==> src/rtl/acf_pkg.sv <==
package acf_pkg;

  // Register select, taken from word address bits 4:2
  typedef enum logic [2:0] {
    SEL_PLAY = 3'd0,
    SEL_REC  = 3'd1,
    SEL_STAT = 3'd2,
    SEL_RST  = 3'd3,
    SEL_CMD  = 3'd4,
    SEL_RDAT = 3'd5,
    SEL_WDAT = 3'd6,
    SEL_NONE = 3'd7
  } regSel_t;

  // One-cycle strobes from control to datapath
  typedef struct packed {
    logic playPush;
    logic recPop;
    logic playClr;
    logic recClr;
    logic wdataLoad;
    logic cmdAccept;
    logic rdCapture;
  } acfStrobes_t;

  // Status bit positions (software decodes these)
  localparam int ST_OVERRUN  = 7;
  localparam int ST_UNDERRUN = 6;
  localparam int ST_READY    = 5;
  localparam int ST_DONE     = 4;
  localparam int ST_REMPTY   = 3;
  localparam int ST_RFULL    = 2;
  localparam int ST_PHALF    = 1;
  localparam int ST_PFULL    = 0;

  // Command register read-direction bit and clear-strobe bits
  localparam int CMD_RD_BIT    = 7;
  localparam int CLR_PLAY_BIT  = 0;
  localparam int CLR_REC_BIT   = 1;

endpackage

==> src/rtl/acf_fifo.sv <==
module acf_fifo #(
  parameter int DEPTH  = 32,
  parameter int DATA_W = 16,
  localparam int PTR_W = $clog2(DEPTH),
  localparam int CNT_W = $clog2(DEPTH + 1)
) (
  input  logic              clk,
  input  logic              rstN,
  input  logic              clr,
  input  logic              push,
  input  logic [DATA_W-1:0] pushData,
  input  logic              pop,
  output logic [DATA_W-1:0] head,
  output logic [CNT_W-1:0]  count,
  output logic              empty,
  output logic              full
);

  logic [DATA_W-1:0] mem [DEPTH];
  logic [PTR_W-1:0]  wrPtr, rdPtr;
  logic              pushOk, popOk;

  assign empty  = (count == '0);
  assign full   = (count == CNT_W'(DEPTH));
  assign pushOk = push && !full;
  assign popOk  = pop && !empty;
  assign head   = mem[rdPtr];

  always_ff @(posedge clk) begin
    if (pushOk && !clr) mem[wrPtr] <= pushData;
  end

  always_ff @(posedge clk or negedge rstN) begin
    if (!rstN) begin
      wrPtr <= '0;
      rdPtr <= '0;
      count <= '0;
    end else if (clr) begin
      wrPtr <= '0;
      rdPtr <= '0;
      count <= '0;
    end else begin
      if (pushOk) wrPtr <= (wrPtr == PTR_W'(DEPTH - 1)) ? '0 : wrPtr + 1'b1;
      if (popOk)  rdPtr <= (rdPtr == PTR_W'(DEPTH - 1)) ? '0 : rdPtr + 1'b1;
      case ({pushOk, popOk})
        2'b10:   count <= count + 1'b1;
        2'b01:   count <= count - 1'b1;
        default: count <= count;
      endcase
    end
  end

endmodule

==> src/rtl/acf_ctrl.sv <==
module acf_ctrl
  import acf_pkg::*;
#(
  parameter int ADDR_W = 5
) (
  input  logic              clk,
  input  logic              rstN,
  input  logic              busSel,
  input  logic              busWrite,
  input  logic [ADDR_W-1:0] busAddr,
  input  logic              wrClrPlay,
  input  logic              wrClrRec,
  input  logic              wrRdBit,
  input  logic              cmdAck,
  output acfStrobes_t       strobes,
  output regSel_t           regSel,
  output logic              busy,
  output logic              accessDone
);

  typedef enum logic {CMD_IDLE, CMD_BUSY} cmdState_t;

  cmdState_t cmdState;
  logic      pendingRead;
  logic      aligned, doWrite, doRead;

  assign aligned = (busAddr[1:0] == 2'b00);
  assign regSel  = aligned ? regSel_t'(busAddr[4:2]) : SEL_NONE;
  assign doWrite = busSel && busWrite;
  assign doRead  = busSel && !busWrite;
  assign busy    = (cmdState == CMD_BUSY);

  always_comb begin
    strobes           = '0;
    strobes.playPush  = doWrite && (regSel == SEL_PLAY);
    strobes.recPop    = doRead  && (regSel == SEL_REC);
    strobes.playClr   = doWrite && (regSel == SEL_RST) && wrClrPlay;
    strobes.recClr    = doWrite && (regSel == SEL_RST) && wrClrRec;
    strobes.wdataLoad = doWrite && (regSel == SEL_WDAT);
    strobes.cmdAccept = doWrite && (regSel == SEL_CMD) && !busy;
    strobes.rdCapture = busy && cmdAck && pendingRead;
  end

  always_ff @(posedge clk or negedge rstN) begin
    if (!rstN) begin
      cmdState    <= CMD_IDLE;
      pendingRead <= 1'b0;
      accessDone  <= 1'b0;
    end else begin
      case (cmdState)
        CMD_IDLE: if (strobes.cmdAccept) begin
          cmdState    <= CMD_BUSY;
          pendingRead <= wrRdBit;
          accessDone  <= 1'b0;
        end
        CMD_BUSY: if (cmdAck) begin
          cmdState   <= CMD_IDLE;
          accessDone <= 1'b1;
        end
        default: cmdState <= CMD_IDLE;
      endcase
    end
  end

endmodule

==> src/rtl/acf_datapath.sv <==
module acf_datapath
  import acf_pkg::*;
#(
  parameter int DEPTH    = 32,
  parameter int SAMPLE_W = 16,
  parameter int IDX_W    = 7,
  localparam int CNT_W   = $clog2(DEPTH + 1)
) (
  input  logic                clk,
  input  logic                rstN,
  input  acfStrobes_t         strobes,
  input  regSel_t             regSel,
  input  logic [SAMPLE_W-1:0] wrData,
  input  logic [IDX_W-1:0]    wrIdx,
  input  logic                wrRdBit,
  input  logic                busy,
  input  logic                accessDone,
  input  logic                linkReady,
  input  logic                playReq,
  input  logic                recValid,
  input  logic [SAMPLE_W-1:0] recData,
  input  logic [SAMPLE_W-1:0] cmdRdata,
  output logic [31:0]         busRdata,
  output logic [SAMPLE_W-1:0] playData,
  output logic                irqPlay,
  output logic                irqRec,
  output logic                cmdRead,
  output logic [IDX_W-1:0]    cmdIndex,
  output logic [SAMPLE_W-1:0] cmdWdata,
  output logic [7:0]          statusWord
);

  localparam logic [CNT_W-1:0] HALF_CNT = CNT_W'(DEPTH / 2);

  logic [SAMPLE_W-1:0] playHead, recHead, rdReg;
  logic [CNT_W-1:0]    playCnt, recCnt;
  logic                playEmpty, playFull, recEmpty, recFull;
  logic                underrun, overrun, playHalf;

  acf_fifo #(.DEPTH(DEPTH), .DATA_W(SAMPLE_W)) u_playFifo (
    .clk(clk), .rstN(rstN), .clr(strobes.playClr),
    .push(strobes.playPush), .pushData(wrData), .pop(playReq),
    .head(playHead), .count(playCnt), .empty(playEmpty), .full(playFull)
  );

  acf_fifo #(.DEPTH(DEPTH), .DATA_W(SAMPLE_W)) u_recFifo (
    .clk(clk), .rstN(rstN), .clr(strobes.recClr),
    .push(recValid), .pushData(recData), .pop(strobes.recPop),
    .head(recHead), .count(recCnt), .empty(recEmpty), .full(recFull)
  );

  always_ff @(posedge clk or negedge rstN) begin
    if (!rstN) begin
      underrun <= 1'b0;
      overrun  <= 1'b0;
      cmdRead  <= 1'b0;
      cmdIndex <= '0;
      cmdWdata <= '0;
      rdReg    <= '0;
    end else begin
      if (strobes.playClr)               underrun <= 1'b0;
      else if (playReq && playEmpty)     underrun <= 1'b1;
      if (strobes.recClr)                overrun  <= 1'b0;
      else if (recValid && recFull)      overrun  <= 1'b1;
      if (strobes.cmdAccept) begin
        cmdRead  <= wrRdBit;
        cmdIndex <= wrIdx;
      end
      if (strobes.wdataLoad && !busy)    cmdWdata <= wrData;
      if (strobes.rdCapture)             rdReg    <= cmdRdata;
    end
  end

  assign recCntUnused = recCnt[0];
  assign playHalf = (playCnt <= HALF_CNT);
  assign irqPlay  = playHalf;
  assign irqRec   = !recEmpty;
  assign playData = playEmpty ? '0 : playHead;

  always_comb begin
    statusWord              = '0;
    statusWord[ST_OVERRUN]  = overrun;
    statusWord[ST_UNDERRUN] = underrun;
    statusWord[ST_READY]    = linkReady;
    statusWord[ST_DONE]     = accessDone;
    statusWord[ST_REMPTY]   = recEmpty;
    statusWord[ST_RFULL]    = recFull;
    statusWord[ST_PHALF]    = playHalf;
    statusWord[ST_PFULL]    = playFull;
  end

  always_comb begin
    case (regSel)
      SEL_REC:  busRdata = 32'(recEmpty ? '0 : recHead);
      SEL_STAT: busRdata = 32'(statusWord);
      SEL_CMD:  busRdata = 32'({cmdRead, 7'(cmdIndex)});
      SEL_RDAT: busRdata = 32'(rdReg);
      SEL_WDAT: busRdata = 32'(cmdWdata);
      default:  busRdata = '0;
    endcase
  end

  logic recCntUnused;

endmodule

==> src/rtl/audio_codec_front.sv <==
module audio_codec_front
  import acf_pkg::*;
#(
  parameter int DEPTH    = 32,
  parameter int SAMPLE_W = 16,
  parameter int IDX_W    = 7,
  parameter int ADDR_W   = 5
) (
  input  logic                clk,
  input  logic                rstN,
  input  logic                busSel,
  input  logic                busWrite,
  input  logic [ADDR_W-1:0]   busAddr,
  input  logic [31:0]         busWdata,
  output logic [31:0]         busRdata,
  output logic                irqPlay,
  output logic                irqRec,
  input  logic                linkReady,
  input  logic                playReq,
  output logic [SAMPLE_W-1:0] playData,
  input  logic                recValid,
  input  logic [SAMPLE_W-1:0] recData,
  output logic                cmdReq,
  output logic                cmdRead,
  output logic [IDX_W-1:0]    cmdIndex,
  output logic [SAMPLE_W-1:0] cmdWdata,
  input  logic                cmdAck,
  input  logic [SAMPLE_W-1:0] cmdRdata
);

  acfStrobes_t strobes;
  regSel_t     regSel;
  logic        busy, accessDone;
  logic [7:0]  statusWord;

  assign cmdReq = busy;

  acf_ctrl #(.ADDR_W(ADDR_W)) u_ctrl (
    .clk(clk), .rstN(rstN),
    .busSel(busSel), .busWrite(busWrite), .busAddr(busAddr),
    .wrClrPlay(busWdata[CLR_PLAY_BIT]), .wrClrRec(busWdata[CLR_REC_BIT]),
    .wrRdBit(busWdata[CMD_RD_BIT]), .cmdAck(cmdAck),
    .strobes(strobes), .regSel(regSel), .busy(busy), .accessDone(accessDone)
  );

  acf_datapath #(.DEPTH(DEPTH), .SAMPLE_W(SAMPLE_W), .IDX_W(IDX_W)) u_dp (
    .clk(clk), .rstN(rstN), .strobes(strobes), .regSel(regSel),
    .wrData(busWdata[SAMPLE_W-1:0]), .wrIdx(busWdata[IDX_W-1:0]),
    .wrRdBit(busWdata[CMD_RD_BIT]), .busy(busy), .accessDone(accessDone),
    .linkReady(linkReady), .playReq(playReq), .recValid(recValid),
    .recData(recData), .cmdRdata(cmdRdata), .busRdata(busRdata),
    .playData(playData), .irqPlay(irqPlay), .irqRec(irqRec),
    .cmdRead(cmdRead), .cmdIndex(cmdIndex), .cmdWdata(cmdWdata),
    .statusWord(statusWord)
  );

endmodule

==> config.mk <==
export PLATFORM = sky130hd
export DESIGN_NAME = audio_codec_front
export DESIGN_NICKNAME = d
export VERILOG_FILES = /design/src/rtl/acf_pkg.sv /design/src/rtl/acf_fifo.sv /design/src/rtl/acf_ctrl.sv /design/src/rtl/acf_datapath.sv /design/src/rtl/audio_codec_front.sv
export SDC_FILE = /design/constraint.sdc
export NUM_CORES = 1
export LEC_CHECK = 0
export ABC_CLOCK_PERIOD_IN_PS = 3000
export CAP_MARGIN = 0
export CORE_UTILIZATION = 57
export CTS_CLUSTER_SIZE = 20
export DETAILED_ROUTE_END_ITERATION = 10
export DONT_BUFFER_PORTS = 1
export HOLD_SLACK_MARGIN = 0.05
export PLACE_DENSITY = 0.86
export SLEW_MARGIN = 15
export SYNTH_ARGS = -nofsm -noshare
export SYNTH_HDL_FRONTEND = slang
export SYNTH_HIERARCHICAL = 1
export SYNTH_SLANG_ARGS = --single-unit
==> constraint.sdc <==
create_clock -name clk -period 3 [get_ports clk]
set_clock_uncertainty 0.05 [all_clocks]
set_input_delay 0.45 -clock clk [delete_from_list [all_inputs] [get_ports clk]]
set_output_delay 0.45 -clock clk [all_outputs]
set_load 0.03 [all_outputs]
==> results.toml <==
[routing]
drt-total-wl_um = 129000
via_count = 23900
ant_nets = 0
wl_per_cell_um = 37.7
vias_per_cell = 7.00
first_iter_violations = 3744
route.detailed.drc = 0
first_pass_iters = 7

[synth]
avgSynthCellArea_um2 = 22.1
yosysWarningCount = 6
synth_cells = 1988
syn_area_um2 = 43900

[placement]
buffer_ports.inserted = 0
dp.cells = 3095
dp_hpwl_um = 67600
gp_congestion = 0.884

[final_layout]
seq_area_um2 = 32700
fin_cells = 3415
nets = 2392
final_layout_size_suffix_gt1_share_pct = 36.8
syn_to_final_growth_pct = 18.2
multi_input_area_um2 = 10900
num-fill-cells = 4272

[critical_path]
critPathMaxStageDelay_ns = 0.58
crit_family = "multiplexers"
start_kind = "register"
worstSetupPathType = "register to output pin"
cp_slowest_cell = "mux4_2"
cp_cell_sequence = "buf_12 > buf_16 > mux4_2 > mux4_2 > mux2_4 > a221o_2"
path_common_cell = "mux4_2"
arrival_ns = 3.44
crit_required_ns = 2.50
crit_path_max_fanout = 11
path_buf_inv = 2
cp-end-kind = "output pin"

[timing]
post-route-period-util_pct = 131
hold_viol = 0
finalMaxSlewViolations = 0
max_freq_mhz = 254
setup_viol = 32
final.setup.worst_slack_ns = -0.940
hold_slack_ns = 0.104
worst_slew_pin_slew_ns = 1.31
max_slew_margin_pct = 12.9
min_period_ns = 3.94
rsz0062_at_grt = "true"

[power]
leakage_nw = 17.2
power.density_nw_per_um2 = 791
p_total_mw = 41.0
peakVddDrop_v = 0.000809

[clocking]
ctsRootBufferMaster = "clkbuf_16"
clkSinkCount = 1101
cts_buffers = 103
ctsLongestPathBuffers = 3
path_clk_slew_ns = 0.06
cts_tree = "done"
htreeDepth = 3
clock_latency_ns = 0.67

[global_route]
antenna_found_initial = 17
grt_pass1_wl_um = 180000
grt_pass1_vias = 24700
grt_util_all_layers_pct = 33.3
grt_max_degree = 78
grt-ovfl-total = 0

[floorplanning]
rows = 101
dieHeight_um = 279
die_x_um = 279
core_um2 = 76100
initial_utilization_pct = 57.7
die_area_um2 = 78100
boundaryPins = 152

[status]
status = "complete, but fails checks"
violations = "negative setup slack"

[hold_path]
hp-class = "primary input to register"

[run]
cap_violations = 0
[where the power goes]
part	total (mW)	switching [mW]	internal, mW
registers	18.1	0.748	17.3
clock network	13.2	5.80	7.43
logic	9.71	4.93	4.78
total	41.0	11.5	29.6
[through the flow]
| stage | utilization [%] | TNS [ns] | worst slack, ns | area [um^2] |
|---|---|---|---|---|
| global placement | 61.0 | -3.23 | -0.241 | 46400 |
| CTS | 67.9 | -23.31 | -0.879 | 51700 |
| detailed placement | 61.0 | -6.27 | -0.287 | 46400 |
| global route | 68.2 | -25.14 | -0.960 | 51900 |
| finish | 68.2 | -24.45 | -0.940 | 51900 |
| floorplan | - | -28.80 | -0.0583 | 44000 |
[layout by cell type, fill, tap and decap left out, drive strengths merged, types with 6 or more instances in the layout]
cell / instances
bufinv: 9
clkbuf: 140
dlygate4sd3: 50
mux2i: 15
xnor2: 6
edfxtp: 1024
ha: 22
diode: 8
nand3: 7
inv: 9
conb: 16
nor3: 10
a22o: 6
clkinvlp: 7
dfrtp: 77
nor2b: 25
nand3b: 18
clkinv: 37
a221o: 15
a21oi: 31
o21ai: 12
or4: 7
nand2: 13
nor2: 104
mux4: 320
and3: 15
mux2: 76
buf: 256
[final cells by class]
class | instances | area share (%)
clock buffer | 138 | 5.48
multi-input combinational | 768 | 21.0
timing repair buffer | 308 | 6.97
tap | 1030 | 2.48
clock inverter | 53 | 0.989
antenna | 8 | 0.0386
sequential | 1101 | 63.0
inverter | 9 | 0.0651
[timing repair]
item | in CTS | in global routing
pin swaps | 3 | 10
endpoints found under the setup margin | 34 | 35
setup buffers | 22 | 18
hold buffers | 73 | 0
endpoints found under the hold margin | 1146 | 0
gates resized for setup | 112 | 23
gates cloned | 12 | 2
[routing by layer]
layer,vias to the layer above,track usage (%),part of all wire [%]
met5,-,0,0.10
met4,18,18.7,6.8
met3,558,9.47,12
met2,2238,56.4,50
met1,12200,38.2,31
li1,8913,-,-
[worst min-delay path: stages]
cell,delay [ns]
or2b_2,0.10
nor4_4,0.08
nor2_1,0.12
[worst paths after layout]
check / from / end / slack [ns] / depth (start not counted)
setup / recovery: u_dp/u_recFifo/rdPtr[0] / busRdata[10] / -0.94 / 6
hold / removal: busAddr[2] / u_ctrl/accessDone / 0.10 / 3
setup reg to reg: u_dp/u_recFifo/count[1] / u_dp/u_recFifo/count[5] / 0.04 / 9
hold reg to reg: u_ctrl/accessDone / u_ctrl/accessDone / 0.48 / 2
max in group asynchronous: rstN / u_dp/u_recFifo/rdPtr[0] / 2.13 / 2
min in group asynchronous: rstN / u_dp/cmdWdata[13] / 0.31 / 2
[state kept, by name, indices dropped and copies added (netlist names)]
name and flops:
u_dp/u_recFifo/wrPtr 5, u_dp/rdReg 16, u_dp/cmdWdata 16, u_dp/u_playFifo/count 6, u_dp/underrun 1, u_dp/cmdIndex 7, u_dp/u_recFifo/mem 512, u_dp/u_playFifo/rdPtr 5
u_dp/cmdRead 1, u_ctrl/accessDone 1, u_dp/overrun 1, u_ctrl/busy 1, u_dp/u_recFifo/count 6, u_dp/u_playFifo/mem 512, u_dp/u_playFifo/wrPtr 5, u_ctrl/pendingRead 1
u_dp/u_recFifo/rdPtr 5
(Power assumes the default switching activity.)
